**src/rtl/hmb_pkg.sv**
```systemverilog
package hmb_pkg;
  localparam int BUS_W    = 8;
  localparam int STRB_BIT = 7;
  localparam int RCMD_BIT = 6;
  localparam int WCMD_BIT = 5;
  localparam int SLICE_W  = 5;
  localparam int NIB_W    = 4;
  localparam int ASM_W    = 3 * SLICE_W;
  localparam int ADDR_W   = ASM_W + NIB_W;
  localparam int NIB_CNT  = 4;
  localparam int DATA_W   = NIB_CNT * NIB_W;

  typedef enum logic [1:0] {
    CMD_SET = 2'b00,
    CMD_WR  = 2'b01,
    CMD_RD  = 2'b10,
    CMD_ADR = 2'b11
  } cmd_e;

  typedef enum logic [3:0] {
    ST_IDLE,
    ST_ADR1,
    ST_ADR2,
    ST_ADR3,
    ST_WR1,
    ST_WR2,
    ST_WR3,
    ST_WR_REQ,
    ST_RD_REQ,
    ST_RD_WAIT,
    ST_RD_SRV,
    ST_SET1,
    ST_SET2,
    ST_SET3
  } st_e;
endpackage

```
**src/rtl/hmb_settle.sv**
```systemverilog
module hmb_settle #(
  parameter int W      = 8,
  parameter int SETTLE = 2
) (
  input  logic         clk,
  input  logic         rst_n,
  input  logic [W-1:0] din,
  output logic [W-1:0] dout
);
  logic [W-1:0] s1_q, s2_q;

  always_ff @(posedge clk or negedge rst_n) begin
    if (!rst_n) begin
      s1_q <= '0;
      s2_q <= '0;
    end else begin
      s1_q <= din;
      s2_q <= s1_q;
    end
  end

  generate
    if (SETTLE == 0) begin : g_bypass
      always_ff @(posedge clk or negedge rst_n) begin
        if (!rst_n) dout <= '0;
        else        dout <= s2_q;
      end
    end else begin : g_filter
      localparam int CW = $clog2(SETTLE + 1);
      logic [W-1:0]  cand_q;
      logic [CW-1:0] cnt_q;

      always_ff @(posedge clk or negedge rst_n) begin
        if (!rst_n) begin
          cand_q <= '0;
          cnt_q  <= '0;
          dout   <= '0;
        end else if (s2_q != cand_q) begin
          cand_q <= s2_q;
          cnt_q  <= '0;
        end else if (cnt_q != CW'(SETTLE)) begin
          cnt_q <= cnt_q + 1'b1;
        end else begin
          dout <= cand_q;
        end
      end

      // the filtered bus only takes a value the candidate stage already held
      p_settled_value_r1: assert property (@(posedge clk) disable iff (!rst_n)
        (dout != $past(dout)) |-> (dout == $past(cand_q)));
    end
  endgenerate
endmodule

```
**src/rtl/hmb_addr.sv**
```systemverilog
module hmb_addr import hmb_pkg::*; (
  input  logic              clk,
  input  logic              rst_n,
  input  logic              load,
  input  logic [ADDR_W-1:0] load_val,
  input  logic              inc,
  output logic [ADDR_W-1:0] cur
);
  always_ff @(posedge clk or negedge rst_n) begin
    if (!rst_n)    cur <= '0;
    else if (load) cur <= load_val;
    else if (inc)  cur <= cur + 1'b1;
  end

  // one step per accepted access, wrapping at the top of the space
  p_step_wrap_r7: assert property (@(posedge clk) disable iff (!rst_n)
    (inc && !load) |=> (cur == ADDR_W'($past(cur) + 1'b1)));
  // a completed address load becomes the current address
  p_load_r2: assert property (@(posedge clk) disable iff (!rst_n)
    load |=> (cur == $past(load_val)));
  // without load or access, the current address stays put
  p_hold_r9: assert property (@(posedge clk) disable iff (!rst_n)
    (!load && !inc) |=> $stable(cur));
endmodule

```
**src/rtl/hmb_decoder.sv**
```systemverilog
module hmb_decoder import hmb_pkg::*; #(
  parameter int FLAG_W = 5
) (
  input  logic              clk,
  input  logic              rst_n,
  input  logic [BUS_W-1:0]  bus,
  input  logic [ADDR_W-1:0] cur_addr,
  output logic              addr_load,
  output logic [ADDR_W-1:0] addr_val,
  output logic              addr_inc,
  output logic              wr_valid,
  input  logic              wr_ready,
  output logic [DATA_W-1:0] wr_data,
  output logic              rd_valid,
  input  logic              rd_ready,
  input  logic              rsp_valid,
  input  logic [DATA_W-1:0] rsp_data,
  output logic [NIB_W-1:0]  host_out,
  output logic [FLAG_W-1:0] flags
);
  st_e               st_q;
  logic [BUS_W-1:0]  seen_q;
  logic [ASM_W-1:0]  asm_q;
  logic [DATA_W-1:0] wd_q;
  logic [DATA_W-1:0] rd_word_q;
  logic [DATA_W-1:0] nib_sh;
  logic [1:0]        nib_idx;
  logic [NIB_W-1:0]  out_q;
  logic [FLAG_W-1:0] flags_q;

  logic busy, ev, tgl, rise, fall, srv_ok;
  cmd_e cmd;

  assign busy = (st_q == ST_WR_REQ) || (st_q == ST_RD_REQ) || (st_q == ST_RD_WAIT);
  assign ev   = !busy && (bus != seen_q);
  assign tgl  = bus[STRB_BIT] ^ seen_q[STRB_BIT];
  assign rise = tgl && bus[STRB_BIT];
  assign fall = tgl && !bus[STRB_BIT];
  assign cmd  = cmd_e'({bus[RCMD_BIT], bus[WCMD_BIT]});

  always_comb begin
    case (nib_idx)
      2'd1:    srv_ok = fall && (cmd == CMD_RD);
      2'd2:    srv_ok = rise && (cmd == CMD_RD);
      2'd3:    srv_ok = fall && (cmd == CMD_SET);
      default: srv_ok = 1'b0;
    endcase
  end

  assign nib_sh    = rd_word_q >> {nib_idx, 2'b00};
  assign addr_load = (st_q == ST_ADR3) && ev && fall && (cmd == CMD_SET);
  assign addr_val  = {bus[NIB_W-1:0], asm_q};
  assign wr_valid  = (st_q == ST_WR_REQ);
  assign rd_valid  = (st_q == ST_RD_REQ);
  assign addr_inc  = (wr_valid && wr_ready) || (rd_valid && rd_ready);
  assign wr_data   = wd_q;
  assign host_out  = out_q;
  assign flags     = flags_q;

  always_ff @(posedge clk or negedge rst_n) begin
    if (!rst_n) begin
      st_q      <= ST_IDLE;
      seen_q    <= '0;
      asm_q     <= '0;
      wd_q      <= '0;
      rd_word_q <= '0;
      nib_idx   <= '0;
      out_q     <= '0;
      flags_q   <= '0;
    end else begin
      if (ev) seen_q <= bus;
      case (st_q)
        ST_IDLE: if (ev && rise) begin
          case (cmd)
            CMD_ADR: begin asm_q[4:0]  <= bus[SLICE_W-1:0]; st_q <= ST_ADR1; end
            CMD_WR:  begin wd_q[3:0]   <= bus[NIB_W-1:0];   st_q <= ST_WR1;  end
            CMD_RD:  st_q <= ST_RD_REQ;
            default: st_q <= ST_SET1;
          endcase
        end
        ST_ADR1: if (ev) begin
          if (fall && cmd == CMD_ADR) begin asm_q[9:5] <= bus[SLICE_W-1:0]; st_q <= ST_ADR2; end
          else st_q <= ST_IDLE;
        end
        ST_ADR2: if (ev) begin
          if (rise && cmd == CMD_ADR) begin asm_q[14:10] <= bus[SLICE_W-1:0]; st_q <= ST_ADR3; end
          else st_q <= ST_IDLE;
        end
        ST_ADR3: if (ev) st_q <= ST_IDLE;
        ST_WR1: if (ev) begin
          if (fall && cmd == CMD_WR) begin wd_q[7:4] <= bus[NIB_W-1:0]; st_q <= ST_WR2; end
          else st_q <= ST_IDLE;
        end
        ST_WR2: if (ev) begin
          if (rise && cmd == CMD_WR) begin wd_q[11:8] <= bus[NIB_W-1:0]; st_q <= ST_WR3; end
          else st_q <= ST_IDLE;
        end
        ST_WR3: if (ev) begin
          if (fall && cmd == CMD_SET) begin wd_q[15:12] <= bus[NIB_W-1:0]; st_q <= ST_WR_REQ; end
          else st_q <= ST_IDLE;
        end
        ST_WR_REQ: if (wr_ready) st_q <= ST_IDLE;
        ST_RD_REQ: if (rd_ready) st_q <= ST_RD_WAIT;
        ST_RD_WAIT: if (rsp_valid) begin
          rd_word_q <= rsp_data;
          out_q     <= rsp_data[NIB_W-1:0];
          nib_idx   <= 2'd1;
          st_q      <= ST_RD_SRV;
        end
        ST_RD_SRV: if (ev) begin
          if (srv_ok) begin
            out_q <= nib_sh[NIB_W-1:0];
            if (nib_idx == 2'd3) st_q <= ST_IDLE;
            else nib_idx <= nib_idx + 1'b1;
          end else begin
            st_q <= ST_IDLE;
          end
        end
        ST_SET1: if (ev) st_q <= (fall && bus == '0) ? ST_SET2 : ST_IDLE;
        ST_SET2: if (ev) st_q <= (!tgl && bus[STRB_BIT:WCMD_BIT] == 3'b001) ? ST_SET3 : ST_IDLE;
        ST_SET3: if (ev) begin
          if (bus[STRB_BIT:WCMD_BIT] == 3'b000) flags_q <= bus[FLAG_W-1:0];
          st_q <= ST_IDLE;
        end
        default: st_q <= ST_IDLE;
      endcase
    end
  end

  // a stalled write keeps its request, address and word
  p_wr_hold_r4: assert property (@(posedge clk) disable iff (!rst_n)
    (wr_valid && !wr_ready) |=> (wr_valid && $stable(cur_addr) && $stable(wd_q)));
  // a stalled read keeps its request and address
  p_rd_hold_r5: assert property (@(posedge clk) disable iff (!rst_n)
    (rd_valid && !rd_ready) |=> (rd_valid && $stable(cur_addr)));
  // never both requests at once
  p_one_req_r11: assert property (@(posedge clk) disable iff (!rst_n)
    !(wr_valid && rd_valid));
  // no bus value is consumed while a request waits
  p_stall_consume_r11: assert property (@(posedge clk) disable iff (!rst_n)
    (wr_valid || rd_valid) |=> $stable(seen_q));
  // flags move only at the last step of the update sequence
  p_flags_r8: assert property (@(posedge clk) disable iff (!rst_n)
    (flags_q != $past(flags_q)) |-> ($past(st_q) == ST_SET3));
  // the returned nibble only moves on a response or a consumed slice
  p_out_hold_r6: assert property (@(posedge clk) disable iff (!rst_n)
    (!rsp_valid && !ev) |=> $stable(out_q));
endmodule

```
**src/rtl/hmb_bridge.sv**
```systemverilog
module hmb_bridge import hmb_pkg::*; #(
  parameter int SETTLE = 2,
  parameter int FLAG_W = 5
) (
  input  logic              clk,
  input  logic              rst_n,
  input  logic [7:0]        host_in,
  output logic [3:0]        host_out,
  output logic              wr_valid,
  input  logic              wr_ready,
  output logic [18:0]       wr_addr,
  output logic [15:0]       wr_data,
  output logic              rd_valid,
  input  logic              rd_ready,
  output logic [18:0]       rd_addr,
  input  logic              rsp_valid,
  input  logic [15:0]       rsp_data,
  output logic [FLAG_W-1:0] flags
);
  logic [BUS_W-1:0]  bus_f;
  logic [ADDR_W-1:0] cur_addr, addr_val;
  logic              addr_load, addr_inc;

  hmb_settle #(.W(BUS_W), .SETTLE(SETTLE)) u_settle (
    .clk(clk), .rst_n(rst_n), .din(host_in), .dout(bus_f)
  );

  hmb_decoder #(.FLAG_W(FLAG_W)) u_dec (
    .clk(clk), .rst_n(rst_n), .bus(bus_f), .cur_addr(cur_addr),
    .addr_load(addr_load), .addr_val(addr_val), .addr_inc(addr_inc),
    .wr_valid(wr_valid), .wr_ready(wr_ready), .wr_data(wr_data),
    .rd_valid(rd_valid), .rd_ready(rd_ready),
    .rsp_valid(rsp_valid), .rsp_data(rsp_data),
    .host_out(host_out), .flags(flags)
  );

  hmb_addr u_addr (
    .clk(clk), .rst_n(rst_n), .load(addr_load), .load_val(addr_val),
    .inc(addr_inc), .cur(cur_addr)
  );

  assign wr_addr = cur_addr;
  assign rd_addr = cur_addr;
endmodule

```
**config.mk**
```make
export PLATFORM = sky130hd
export DESIGN_NAME = hmb_bridge
export DESIGN_NICKNAME = d
export VERILOG_FILES = /design/src/rtl/hmb_pkg.sv /design/src/rtl/hmb_settle.sv /design/src/rtl/hmb_addr.sv /design/src/rtl/hmb_decoder.sv /design/src/rtl/hmb_bridge.sv
export SDC_FILE = /design/constraint.sdc
export NUM_CORES = 1
export LEC_CHECK = 0
export BUFFER_PORTS_ARGS = -buffer_cell sky130_fd_sc_hd__clkbuf_2
export CORE_MARGIN = 3
export CORE_UTILIZATION = 45
export CTS_CLUSTER_SIZE = 16
export DETAILED_ROUTE_END_ITERATION = 6
export PLACE_DENSITY_LB_ADDON = 0.05
export SETUP_SLACK_MARGIN = 0.05
export SLEW_MARGIN = 20
export SYNTH_ARGS = -nofsm -noshare
export SYNTH_HDL_FRONTEND = slang
export SYNTH_SLANG_ARGS = --single-unit
```
**constraint.sdc**
```tcl
create_clock -name clk -period 3.2 [get_ports clk]
set_input_delay 0.16 -clock clk [delete_from_list [all_inputs] [get_ports clk]]
set_output_delay 0.16 -clock clk [all_outputs]
set_load 0.05 [all_outputs]
```
# Word level (Yosys, flattened, before mapping)

Cells that the tools add are included.

Equality and inequality tests: 39
Multiplexer cells: 38
Bitwise logic cells: 3
Shifts and indexed selects: 1
$add $sub $neg: 3
Reductions and logical operators: 45

Operators with widths:

| cell                                                                    | number |
|---|---|
| 4-bit two-way mux                                                       | 20 |
| 4-bit case mux with 13 select lines                                     | 1 |
| 19-bit two-way mux                                                      | 2 |
| 4-bit equality test, second input constant                              | 6 |
| 3-bit AND reduction                                                     | 8 |
| 2-bit by 1-bit inequality test with 1-bit output, second input constant | 11 |
| 19-bit by 1-bit adder with 19-bit output, second input constant         | 1 |
| 1-bit logical AND                                                       | 18 |
| 4-bit by 3-bit equality test with 1-bit output, second input constant   | 4 |
| 2-bit two-way mux                                                       | 8 |
| 8-bit inequality test                                                   | 2 |
| 16-bit by 4-bit right shift with 4-bit output                           | 1 |
| 14-bit AND reduction                                                    | 1 |
| 4-bit case mux with 3 select lines                                      | 1 |
| 2-bit inequality test, second input constant                            | 5 |
| 3-bit two-way mux                                                       | 3 |
| 2-bit equality test, second input constant                              | 4 |
| 4-bit by 2-bit equality test with 1-bit output, second input constant   | 2 |
| 8-bit zero test                                                         | 1 |
| 4-bit case mux with 2 select lines                                      | 1 |
| 2-bit nonzero test                                                      | 3 |
| 5-bit AND reduction                                                     | 1 |
| 2-bit by 1-bit adder with 2-bit output, second input constant           | 2 |
| 2-bit by 1-bit equality test with 1-bit output, second input constant   | 2 |
| 15 further kinds                                                        | 21 |

Bits in registers: 123
Output and inout bits: 65
Word-level logic and storage cells: 148

# Depth between registers and ports, before layout

Gate-level depths: netlist of run 1.

Depth in word-level cells: 9
Depth in mapped cells: 9
Mapped depth without buffers: 8

# Modules after synthesis

A second synthesis of run 1 with hierarchy kept.

Cell total of the unflattened synthesis: 499
Area total of the unflattened synthesis: 6064.6 µm²

Modules (own cells, without submodules):

| module      | cells an instance | sequential area each (µm²) | times used | area an instance (µm²) |
|---|---|---|---|---|
| hmb_decoder | 294               | 1751.7                     | 1          | 3674.8 |
| hmb_settle  | 69                | 850.8                      | 1          | 1158.6 |
| hmb_addr    | 117               | 475.5                      | 1          | 1088.5 |
| hmb_bridge  | 19                | 0.0                        | 1          | 142.6 |

# Worst setup path after synthesis of run 1

No wires, ideal clock.

Path kind: reg2reg
Start point: reg u_dec.st_q[0]
End point: reg u_addr.cur[13]
Required time: 3.123 ns
Path slack: 0.358 ns
Period minus slack after synthesis: 2.842 ns
Cell stages (with the launch flop): 7
Data arrival time: 2.765 ns
Setup time: 0.077 ns
Cells stage by stage: dfrtp_1 > nor4b_2 > a22oi_1 > nor2_1 > nand4_1 > xor2_1 > a21oi_1

Cells in the longest elaborated chain, start to end: 9
Elaborated cells between the ends (all ways): 16

RTL lines:

| item                                                            | line               | text |
|---|---|---|
| start, declared                                                 | hmb_decoder.sv:21  | `st_e st_q;` |
| start signal, assigned                                          | hmb_decoder.sv:119 | `ST_SET1: if (ev) st_q <= (fall && bus == '0) ? ST_SET2 : ST_IDLE;` |
| start signal, assigned                                          | hmb_decoder.sv:120 | `ST_SET2: if (ev) st_q <= (!tgl && bus[STRB_BIT:WCMD_BIT] == 3'b001) ? ST_SET3 : ST_IDLE;` |
| 4-bit equality test (*)                                         | hmb_decoder.sv:54  | `assign rd_valid = (st_q == ST_RD_REQ);` |
| named net rd_valid                                              | hmb_bridge.sv:13   | `output logic rd_valid,` |
| 1-bit logical OR (2 in a row)                                   | hmb_decoder.sv:34  | `assign busy = (st_q == ST_WR_REQ) \|\| (st_q == ST_RD_REQ) \|\| (st_q == ST_RD_WAIT);` |
| 1-bit zero test                                                 | hmb_decoder.sv:35  | `assign ev = !busy && (bus != seen_q);` |
| 1-bit logical AND                                               | hmb_decoder.sv:35  |  |
| 1-bit logical AND (3 in a row)                                  | hmb_decoder.sv:51  | `assign addr_load = (st_q == ST_ADR3) && ev && fall && (cmd == CMD_SET);` |
| 19-bit two-way mux / 2-bit nonzero test (equally long branches) | n/a                |  |
| end signal, assigned                                            | hmb_addr.sv:11     | `else if (load) cur <= load_val;` |
| end signal, assigned                                            | hmb_addr.sv:12     | `else if (inc) cur <= cur + 1'b1;` |
| end, declared                                                   | hmb_addr.sv:7      | `output logic [ADDR_W-1:0] cur` |

Mark *: on every way through the listed nets, which the timed path passes. The rest lies on a longest branch.
A chain may end at the register's enable or synchronous reset.

# Worst setup path after layout of run 1

Start point: reg u_dec.st_q[0]
End point: reg u_addr.cur[13]

Cells in the longest elaborated chain, start to end: 9
Elaborated cells between the ends (all ways): 16

RTL lines:

| item                                                                                         | line |
|---|---|
| 4-bit by 3-bit equality test with 1-bit output / 4-bit equality test (equally long branches) | hmb_decoder.sv:34, hmb_decoder.sv:53, hmb_decoder.sv:54 |
| 1-bit logical OR (2 in a row)                                                                | hmb_decoder.sv:34 |
| 1-bit zero test                                                                              | hmb_decoder.sv:35 |
| 1-bit logical AND                                                                            | hmb_decoder.sv:35 |
| 1-bit logical AND (3 in a row)                                                               | hmb_decoder.sv:51 |
| 19-bit two-way mux / 2-bit nonzero test (equally long branches)                              | n/a |

Several ways; a longest one is shown, not always the timed one.

==> qor.csv, run 1 <==
metric;value;unit
synth_compound_gate_area_share;0.0625;
antenna_found_initial;0;
p_int;2.90;mW
fmax;397;MHz
cp.arrival;2.85;ns
mappedNetlistNets;520;
worst_pin_slew;0.844;ns
power.share.sequential;0.436;
ant_nets;0;
grt_max_degree;98;
ys.warnings.count;0;
numPlacedInstances;700;
core_area;12200;sq um
ys.flop_type;dfrtp_1;
hp-class;in -> reg;
fin_crit_sh;0.788;
outcome;complete, no violations;
die_area;14000;sq um
critical_path_class;reg -> reg;
grt_first_pass_wirelength;20300;um
async_flop_share;1.00;
rsz0062_at_grt;no;
detail_route.wl_per_cell;15.9;um
htree_levels;4;
drt_pre_antenna_iters;4;
area_growth_syn_to_layout;23.6;%
cts_tree;built;
fin_cells;756;
ys_types;54;
clockRootBuffer;clkbuf_16;
synth_edf_count;0;
ctsLongestPathBuffers;2;
portBuffers;93;
slowest_stage;dfrtp_1;
routed_wl;12000;um
layout-drive-gt1-share;0.352;
start_util;0.466;
cts_buffers;17;
p_per_area;517;nW/um^2
hpwl;8320;um
synth_fa_ha_area_frac;0.0265;
p_leak;3.35;nW
cp_max_fo;16;
drv_slew;0;
cts.sinks;123;
required;3.53;ns
slowest_delay;0.57;ns
timing.setup.tns;0;ns
clkPwrFrac;0.541;
cp_cell_sequence;nor4b_2 -> a22oi_1 -> nor2_1 -> nand4_1 -> xor2_1 -> a21oi_1;
vias_per_cell;5.07;
finalHoldViolCount;0;
p_sw_frac;0.200;
num_antenna_cells;0;
r2r_slack;0.68;ns
ys_seq_area_frac;0.543;
max_slew_margin;0.432;
die_h;118;um
synth_mux_area_frac;0.148;
synth_top_family_by_area;multiplexers;
start_kind;flip-flop;
finClkSkew;0.00765;ns
setup_violations;0;
combPwrFrac;0.023;
synth-xor-area-share;0.0479;
grt_usage;0.182;
gr-total-overflow;0;
nets;616;
syn_inst;479;
drt_iter0_drc;242;
synthSimpleGateAreaFrac;0.117;
clkTransAtPathRegs;0.05;ns
endpoint_kind;flip-flop;
vias;3832;
ioPinCount;94;
num_rows;40;
grt_pass1_vias;3908;
clock_latency;0.41;ns
gp_congestion;0.821;
maxCapViolations;0;
ys_ff_latch;123;
p_sw;0.726;mW
syn_area;5670;sq um
fin_crit;2.52;ns
avgSynthCellArea;11.8;sq um
drc;0;
vdd_drop_max;0.389;mV
die_w;118;um
[placed cells by master (no fill, tap or decap), types with 3 or more instances in the layout]
cell type and count:
clkbuf_16 17, mux2_2 60, ha_1 12, a31oi_1 6, mux2_4 5, buf_4 5
clkbuf_8 3, nor4_1 6, nor3_1 4, inv_1 12, and3_1 10, o21ai_0 12
xor2_1 25, a21oi_1 19, nand2_1 35, xnor2_1 6, nand2b_1 3, dlygate4sd3_1 24
nand3_1 14, nand4_1 8, nor2_1 32, nand4b_1 3, clkbuf_2 92, mux4_2 4
dfrtp_1 123, bufinv_16 3, clkinvlp_4 4
[final timing paths]
kind / start / endpoint / cells past startpoint
worst min-delay path: rsp_data[3] / u_dec.host_out[3] / 3
worst max register to register: u_dec.st_q[0] / u_addr.cur[13] / 6
worst min register to register: u_settle.s1_q[7] / u_settle.s2_q[7] / 0
min in group asynchronous: rst_n / u_addr.cur[13] / 2
worst max-delay path: u_dec.st_q[0] / u_addr.cur[13] / 6
max in group asynchronous: rst_n / u_dec.rd_word_q[9] / 3
[critical path: cells and delay by family, from the launching register on]
kind | cells | cell delay, ns
compound gates | 2 | 0.44
xor+xnor | 1 | 0.18
flops | 1 | 0.57
simple gates | 3 | 1.24
[power groups by stage]
stage / Clock [mW] / Sequential, mW / Combinational (mW)
finish: 1.96 / 1.58 / 0.0827
floorplan: 0 / 1.61 / 0.0117
global placement: 0 / 1.61 / 0.0627
detailed placement: 0 / 1.61 / 0.0630
CTS: 2.01 / 1.58 / 0.0862
global route: 2.07 / 1.58 / 0.0956
[repair_timing]
item / CTS / global route
buffers inserted: 0 / 0
endpoints found under the setup margin: 0 / 0
resized for setup: 0 / 0
hold buffers: 24 / 0
endpoints found under the hold margin: 52 / 0
[layout make-up]
cell class	instances	area [sq um]
Sequential cell	123	3080
Fill cell	1051	5160
Clock buffer	22	474
Multi-Input combinational cell	298	2280
Clock inverter	10	139
Inverter	12	45.0
Tap cell	168	210
Timing Repair Buffer	123	778
[stage by stage]
step / power, mW / hold slack (ns) / setup slack [ns] / util / cell area [sq um]
6_report: 3.62 / 0.0266 / 0.679 / 0.576 / 7000
5_1_grt: 3.74 / 0.0197 / 0.453 / 0.576 / 7000
4_1_cts: 3.67 / 0.00704 / 0.624 / 0.576 / 7000
3_5_place_dp: 1.67 / 0.0961 / 0.653 / 0.506 / 6150
3_3_place_gp: 1.67 / 0.0934 / 0.688 / 0.506 / 6150
2_1_floorplan: 1.62 / -0.136 / 0.358 / - / 5670
[synth_stat cells (12+ instances only)]
| library cell | number | area [sq um] |
|---|---|---|
| mux2_2 | 60 | 676 |
| nand2_1 | 35 | 131 |
| xor2_1 | 25 | 219 |
| nor2_1 | 32 | 120 |
| clkbuf_1 | 18 | 67.6 |
| o21ai_0 | 12 | 60.1 |
| dfrtp_1 | 123 | 3080 |
| a21oi_1 | 19 | 95.1 |
| buf_4 | 19 | 143 |
| nand3_1 | 14 | 70.1 |
| inv_1 | 12 | 45.0 |
| ha_1 | 12 | 150 |
[registers in the layout (all words and copies together), names as in the netlist]
register,count
u_settle.s2_q,8
u_dec.seen_q,8
u_settle.g_filter.cand_q,8
u_settle.g_filter.cnt_q,2
u_dec.flags,5
u_dec.host_out,4
u_settle.dout,8
u_addr.cur,19
u_dec.rd_word_q,16
u_dec.st_q,4
u_dec.nib_idx,2
u_dec.wr_data,16
u_dec.asm_q,15
u_settle.s1_q,8
[cells by family after synthesis]
kind of cell / after synthesis
AND/OR/NAND/NOR: 131
flip-flops: 123
multiplexers: 69
buffers and inverters: 58
AO/OA/AOI/OAI: 55
XOR/XNOR: 31
adder cells (fa/ha/maj): 12
[routing by layer]
layer	global-route usage	wire [um]	up-vias
met5	0	0	-
met4	0.0711	189	0
met3	0.0421	434	16
met2	0.294	5820	77
met1	0.237	5580	1883
li1	-	-	1856
No activity file was read; power rests on OpenSTA's default activity.
==> run 2: changes to the inputs <==
Clock period 3.2 ns to 2.3 ns, I/O delays scaled along.
==> run 2 against run 1 <==
  * First-iteration DRC count shrank 14%
  * Register-to-register slack got worse by 0.52 ns
  * Clock power up 19%
  * Cell count up 2.6%
  * Worst hold slack gained 0.14 ns
  * Sequential share of layout area is 0.67 points lower
  * Critical endpoint is now u_dec.asm_q[10]
  * Critical path type unchanged
  * Non-clock buffer count rose by 23
  * Design area up 1.5%
  * Die area is the same
  * Routed wire length increased by 0.93%
  * Clock-buffer cell count increased by 5
  * Critical path depth stayed put
==> qor.csv, run 2 (synthesis gave the netlist of run 1 again) <==
metric;value;unit;change
p_leak;3.43;nW;+2.4%
finalHoldViolCount;0;;unchanged
core_area;12200;sq um;unchanged
setup_ws;0.164;ns;-0.515 ns
ctsLongestPathBuffers;2;;unchanged
hpwl;8380;um;+0.73%
die_h;118;um;unchanged
p_per_area;655;nW/um^2;+27%
endpoint_kind;flip-flop;;
htree_levels;4;;unchanged
gr-total-overflow;0;;unchanged
fin_crit;2.14;ns;-0.385 ns
rsz0062_at_grt;no;;
area_growth_syn_to_layout;25.5;%;
start_kind;flip-flop;;
top_register;u_addr.cur;;
cp_max_fo;5;;-11
clkTransAtPathRegs;0.05;ns;about the same
worst_pin_slew;0.425;ns;-0.419 ns
clock_latency;0.42;ns;about the same
pre_cts_ws;0.163;ns;-0.491 ns
antenna_found_initial;0;;unchanged
largest_register_ffs;19;;unchanged
gp_congestion;0.881;;+7.3%
r2r_slack;0.16;ns;-0.52 ns
layout-drive-gt1-share;0.377;;+0.0246
num_antenna_cells;0;;unchanged
power;4.66;mW;+29%
fillers;1038;;-1.2%
layout_common_cells;dfrtp_1 (123), clkbuf_2 (92), mux2_2 (60);;
fmax;468;MHz;+18%
cp_cell_sequence;inv_1 -> ha_1 -> and4_1 -> a21bo_1 -> or4_4 -> mux2_4;;
routed_wl;12100;um;+0.93%
slowest_delay;0.56;ns;about the same
die_area;14000;sq um;unchanged
maxCapViolations;0;;unchanged
clockRootBuffer;clkbuf_16;;
drt_pre_antenna_iters;4;;unchanged
stdcell_area;7110;sq um;+1.5%
grt_max_degree;79;;-19%
max_slew_margin;0.717;;+0.284
endpoint;u_dec.asm_q[10];;
cts_buffers;17;;unchanged
critical_path_class;reg -> reg;;
vias;3926;;+2.5%
vias_per_cell;5.06;;-0.19%
slowest_stage;or4_4;;
timing.setup.tns;0;ns;unchanged
num_rows;40;;unchanged
grt_first_pass_wirelength;20200;um;-0.44%
start_util;0.466;;unchanged
r2r-start;u_settle.dout[7];;
crit_start;u_settle.dout[7];;
cp.arrival;2.43;ns;-0.42 ns
place_area;6310;sq um;+2.7%
fin_crit_sh;0.929;;+0.141
ioPinCount;94;;unchanged
nets;639;;+3.7%
grt_usage;0.184;;+0.00271
cts.sinks;123;;unchanged
drc;0;;unchanged
detail_route.wl_per_cell;15.6;um;-1.7%
drt_iter0_drc;208;;-14%
area.sequential;3080;sq um;unchanged
setup_violations;0;;unchanged
portBuffers;93;;unchanged
final_common_cell;dfrtp_1;;
multi_input_area;2310;sq um;+1.5%
r2r_end;u_dec.asm_q[10];;
required;2.59;ns;-0.94 ns
grt_pass1_vias;3925;;+0.44%
outcome;complete, no violations;;
ff2ff_path_depth;6;;unchanged
hp-class;in -> async;;
finClkSkew;0.0171;ns;+0.00946 ns
die_w;118;um;unchanged
drv_slew;0;;unchanged
vdd_drop_max;0.554;mV;+42%
cts_tree;built;;
ant_nets;0;;unchanged
run 2: changes by cell type in the layout (fill, tap and decap cells not counted), sizes merged:
cell	delta
clkinvlp	-4
dlygate4sd3	+1
clkbuf	+5
buf	+22
bufinv	-3
inv	-1
run 2: routing by layer:
metal / vias up / GRT usage / share of wire
li1: 1902 / - / -
met1: 1912 / 0.241 / 0.45
met2: 95 / 0.291 / 0.49
met3: 17 / 0.0531 / 0.044
met4: 0 / 0.0718 / 0.017
met5: - / 0 / 0
run 2: timing repair:
item | in CTS | in global routing
resized for setup | 0 | 5
hold buffers | 25 | 0
setup endpoints to repair | 0 | 20
endpoints found under the hold margin | 57 | 0
buffers inserted | 0 | 1
run 2: final cells by class:
| type | instances | area share |
|---|---|---|
| Clock buffer | 27 | 0.0721 |
| Clock inverter | 2 | 0.00141 |
| Inverter | 12 | 0.00633 |
| Multi-Input combinational cell | 298 | 0.325 |
| Sequential cell | 123 | 0.433 |
| Tap cell | 168 | 0.0296 |
| Timing Repair Buffer | 146 | 0.132 |
run 2: worst min-delay path by stage:
stage,startpoint,endpoint,cells after the start
floorplan,rst_n,u_addr.cur[0],0
global placement,rst_n,u_addr.cur[1],1
detailed placement,rst_n,u_addr.cur[2],1
CTS,rd_ready,u_addr.cur[1],3
global route,rd_ready,u_addr.cur[1],3
finish,rst_n,u_addr.cur[3],2
run 2: worst max-delay path: cells and delay by family, from the launching register on:
family | cells | cell delay (ns)
simple gates | 2 | 0.75
flops | 1 | 0.33
mux | 1 | 0.32
fa+ha+maj | 1 | 0.31
compound gates | 1 | 0.24
buf+inv | 1 | 0.06
run 2: report_power, final:
| part | switching (mW) | leakage (nW) | internal [mW] | total (mW) |
|---|---|---|---|---|
| Clock | 0.842 | 0.259 | 1.49 | 2.33 |
| Combinational | 0.0629 | 1.62 | 0.0569 | 0.120 |
| Sequential | 0.0116 | 1.55 | 2.19 | 2.20 |
run 2: stage by stage:
stage	hold slack, ns	util	std cells
after floorplan	-0.181	-	479
after global placement	0.0813	0.519	721
after detailed placement	0.0849	0.519	721
after CTS	0.159	0.583	775
after global routing	0.199	0.585	776
final	0.169	0.585	776
==> run 3: changes to the inputs <==
Settings changed: CTS_BUF_LIST set to sky130_fd_sc_hd__clkbuf_8.
==> run 3 against run 2 <==
  * Non-clock buffer count is the same
  * Clock-buffer cell count decreased by 5
  * Power shrank 16%
  * Design area down 2.7%
  * Die area unchanged
  * Core utilization down 1.6 points
  * Maximum frequency rose by 0.31%
==> qor.csv, run 3 (synthesis gave the netlist of run 1 again) <==
metric;value;unit;change
start_util;0.466;;unchanged
power.share.sequential;0.560;;+0.087
fin_crit;2.13;ns;-0.00656 ns
gp_congestion;0.881;;unchanged
clkTransAtPathRegs;0.07;ns;+0.02 ns
fin_crit_sh;0.926;;-0.00285
drt_pre_antenna_iters;5;;+1
finClkSkew;0.00989;ns;-0.00723 ns
die_w;118;um;unchanged
cts_buffers;17;;unchanged
required;2.61;ns;+0.02 ns
vias_per_cell;5.01;;-0.99%
layout-drive-gt1-share;0.377;;unchanged
die_h;118;um;unchanged
timing.setup.tns;0;ns;unchanged
slowest_delay;0.55;ns;about the same
clkPwrFrac;0.409;;-0.092
cp_cell_sequence;inv_1 -> ha_1 -> and4_1 -> a21bo_1 -> or4_4 -> mux2_4;;
antenna_found_initial;0;;unchanged
p_sw_frac;0.212;;+0.0154
ant_nets;0;;unchanged
layout_common_cells;dfrtp_1 (123), clkbuf_2 (92), mux2_2 (60);;
clock_latency;0.43;ns;about the same
endpoint_kind;flip-flop;;
area_growth_syn_to_layout;22.1;%;
cts_tree;built;;
core_area;12200;sq um;unchanged
worst_pin_slew;0.428;ns;+0.00284 ns
ff2ff_path_depth;6;;unchanged
p_int;3.09;mW;-17%
top_register;u_addr.cur;;
vdd_drop_max;0.486;mV;-12%
cts.sinks;123;;unchanged
htree_levels;4;;unchanged
num_rows;40;;unchanged
combPwrFrac;0.031;;+0.005
fin_util;0.569;;-0.0157
cp_max_fo;5;;unchanged
setup_ws;0.171;ns;+0.00656 ns
p_sw;0.832;mW;-9.2%
finalHoldViolCount;0;;unchanged
p_per_area;567;nW/um^2;-13%
grt_first_pass_wirelength;20100;um;-0.27%
r2r_end;u_dec.asm_q[13];;
ioPinCount;94;;unchanged
die_area;14000;sq um;unchanged
p_leak;3.37;nW;-1.9%
gr-total-overflow;0;;unchanged
routed_wl;12100;um;-0.45%
hpwl;8380;um;unchanged
cp.arrival;2.44;ns;about the same
grt_pass1_vias;3893;;-0.82%
fmax;470;MHz;+0.31%
max_slew_margin;0.715;;-0.00189
r2r_slack;0.17;ns;about the same
vias;3887;;-0.99%
rsz0062_at_grt;no;;
numPlacedInstances;721;;unchanged
fin_cells;776;;unchanged
drv_slew;0;;unchanged
setup_violations;0;;unchanged
num_antenna_cells;0;;unchanged
grt_usage;0.183;;-0.00173
outcome;complete, no violations;;
pre_cts_ws;0.163;ns;unchanged
grt_max_degree;79;;unchanged
nets;639;;unchanged
drt_iter0_drc;180;;-13%
r2r-start;u_settle.dout[7];;
drc;0;;unchanged
maxCapViolations;0;;unchanged
hp-class;in -> async;;
slowest_stage;or4_4;;
ctsLongestPathBuffers;2;;unchanged
critPathBufInv;1;;unchanged
critPathTopFamily;simple AND/OR/NAND/NOR gates;;
start_kind;flip-flop;;
portBuffers;93;;unchanged
detail_route.wl_per_cell;15.6;um;-0.45%
final_common_cell;dfrtp_1;;
critical_path_class;reg -> reg;;
clockRootBuffer;clkbuf_8;;
largest_register_ffs;19;;unchanged
power;3.92;mW;-16%
-- run 3: what timing repair did --
item,CTS,global route
hold endpoints to repair,57,0
gates resized for setup,0,5
setup endpoints to repair,0,21
hold buffers,25,0
buffers inserted,0,1
-- run 3: worst reg2reg max path: cells and delay by family, from the launching register on --
family | cells | cell delay [ns]
DFF | 1 | 0.34
AOI/OAI and AO/OA | 1 | 0.24
and+or+nand+nor | 2 | 0.74
muxes | 1 | 0.32
buffers and inverters | 1 | 0.06
adders and majority gates | 1 | 0.32
-- run 3: cell type report --
type,count,area [sq um]
fillers,1064,5240
flip-flops and latches,123,3080
multi-input cells,298,2310
repair buffers,146,941
clock buffers,22,303
well taps,168,210
inverters,12,45.0
clock inverters,7,28.8
-- run 3: power groups by stage --
stage	registers [mW]	clock network, mW	logic [mW]
floorplan	2.23	0	0.0163
global placement	2.24	0	0.0894
detailed placement	2.24	0	0.0902
CTS	2.20	1.66	0.124
global route	2.20	1.77	0.137
finish	2.20	1.60	0.120
-- run 3: how the worst max path moves through the flow --
stage | start | end | cells after the start
6_report | u_settle.dout[7] | u_dec.asm_q[13] | 6
5_1_grt | u_settle.dout[6] | u_dec.st_q[1] | 7
4_1_cts | u_settle.dout[5] | u_dec.asm_q[3] | 6
3_3_place_gp | u_settle.dout[7] | u_dec.st_q[1] | 7
2_1_floorplan | u_dec.st_q[2] | u_addr.cur[13] | 6
3_5_place_dp | u_settle.dout[5] | u_dec.flags[3] | 6
-- run 3: layer usage --
| metal | up-vias | GRT usage | part of all wire |
|---|---|---|---|
| met5 | - | 0 | 0 |
| met2 | 100 | 0.290 | 0.48 |
| met1 | 1871 | 0.240 | 0.45 |
| met4 | 0 | 0.0740 | 0.019 |
| li1 | 1897 | - | - |
| met3 | 19 | 0.0459 | 0.046 |
-- run 3: stage by stage --
stage	instance area, sq um	hold WS [ns]
finish	6920	0.157
global route	6920	0.166
CTS	6900	0.126
detailed placement	6310	0.0849
global placement	6310	0.0813
floorplan	5690	-0.181
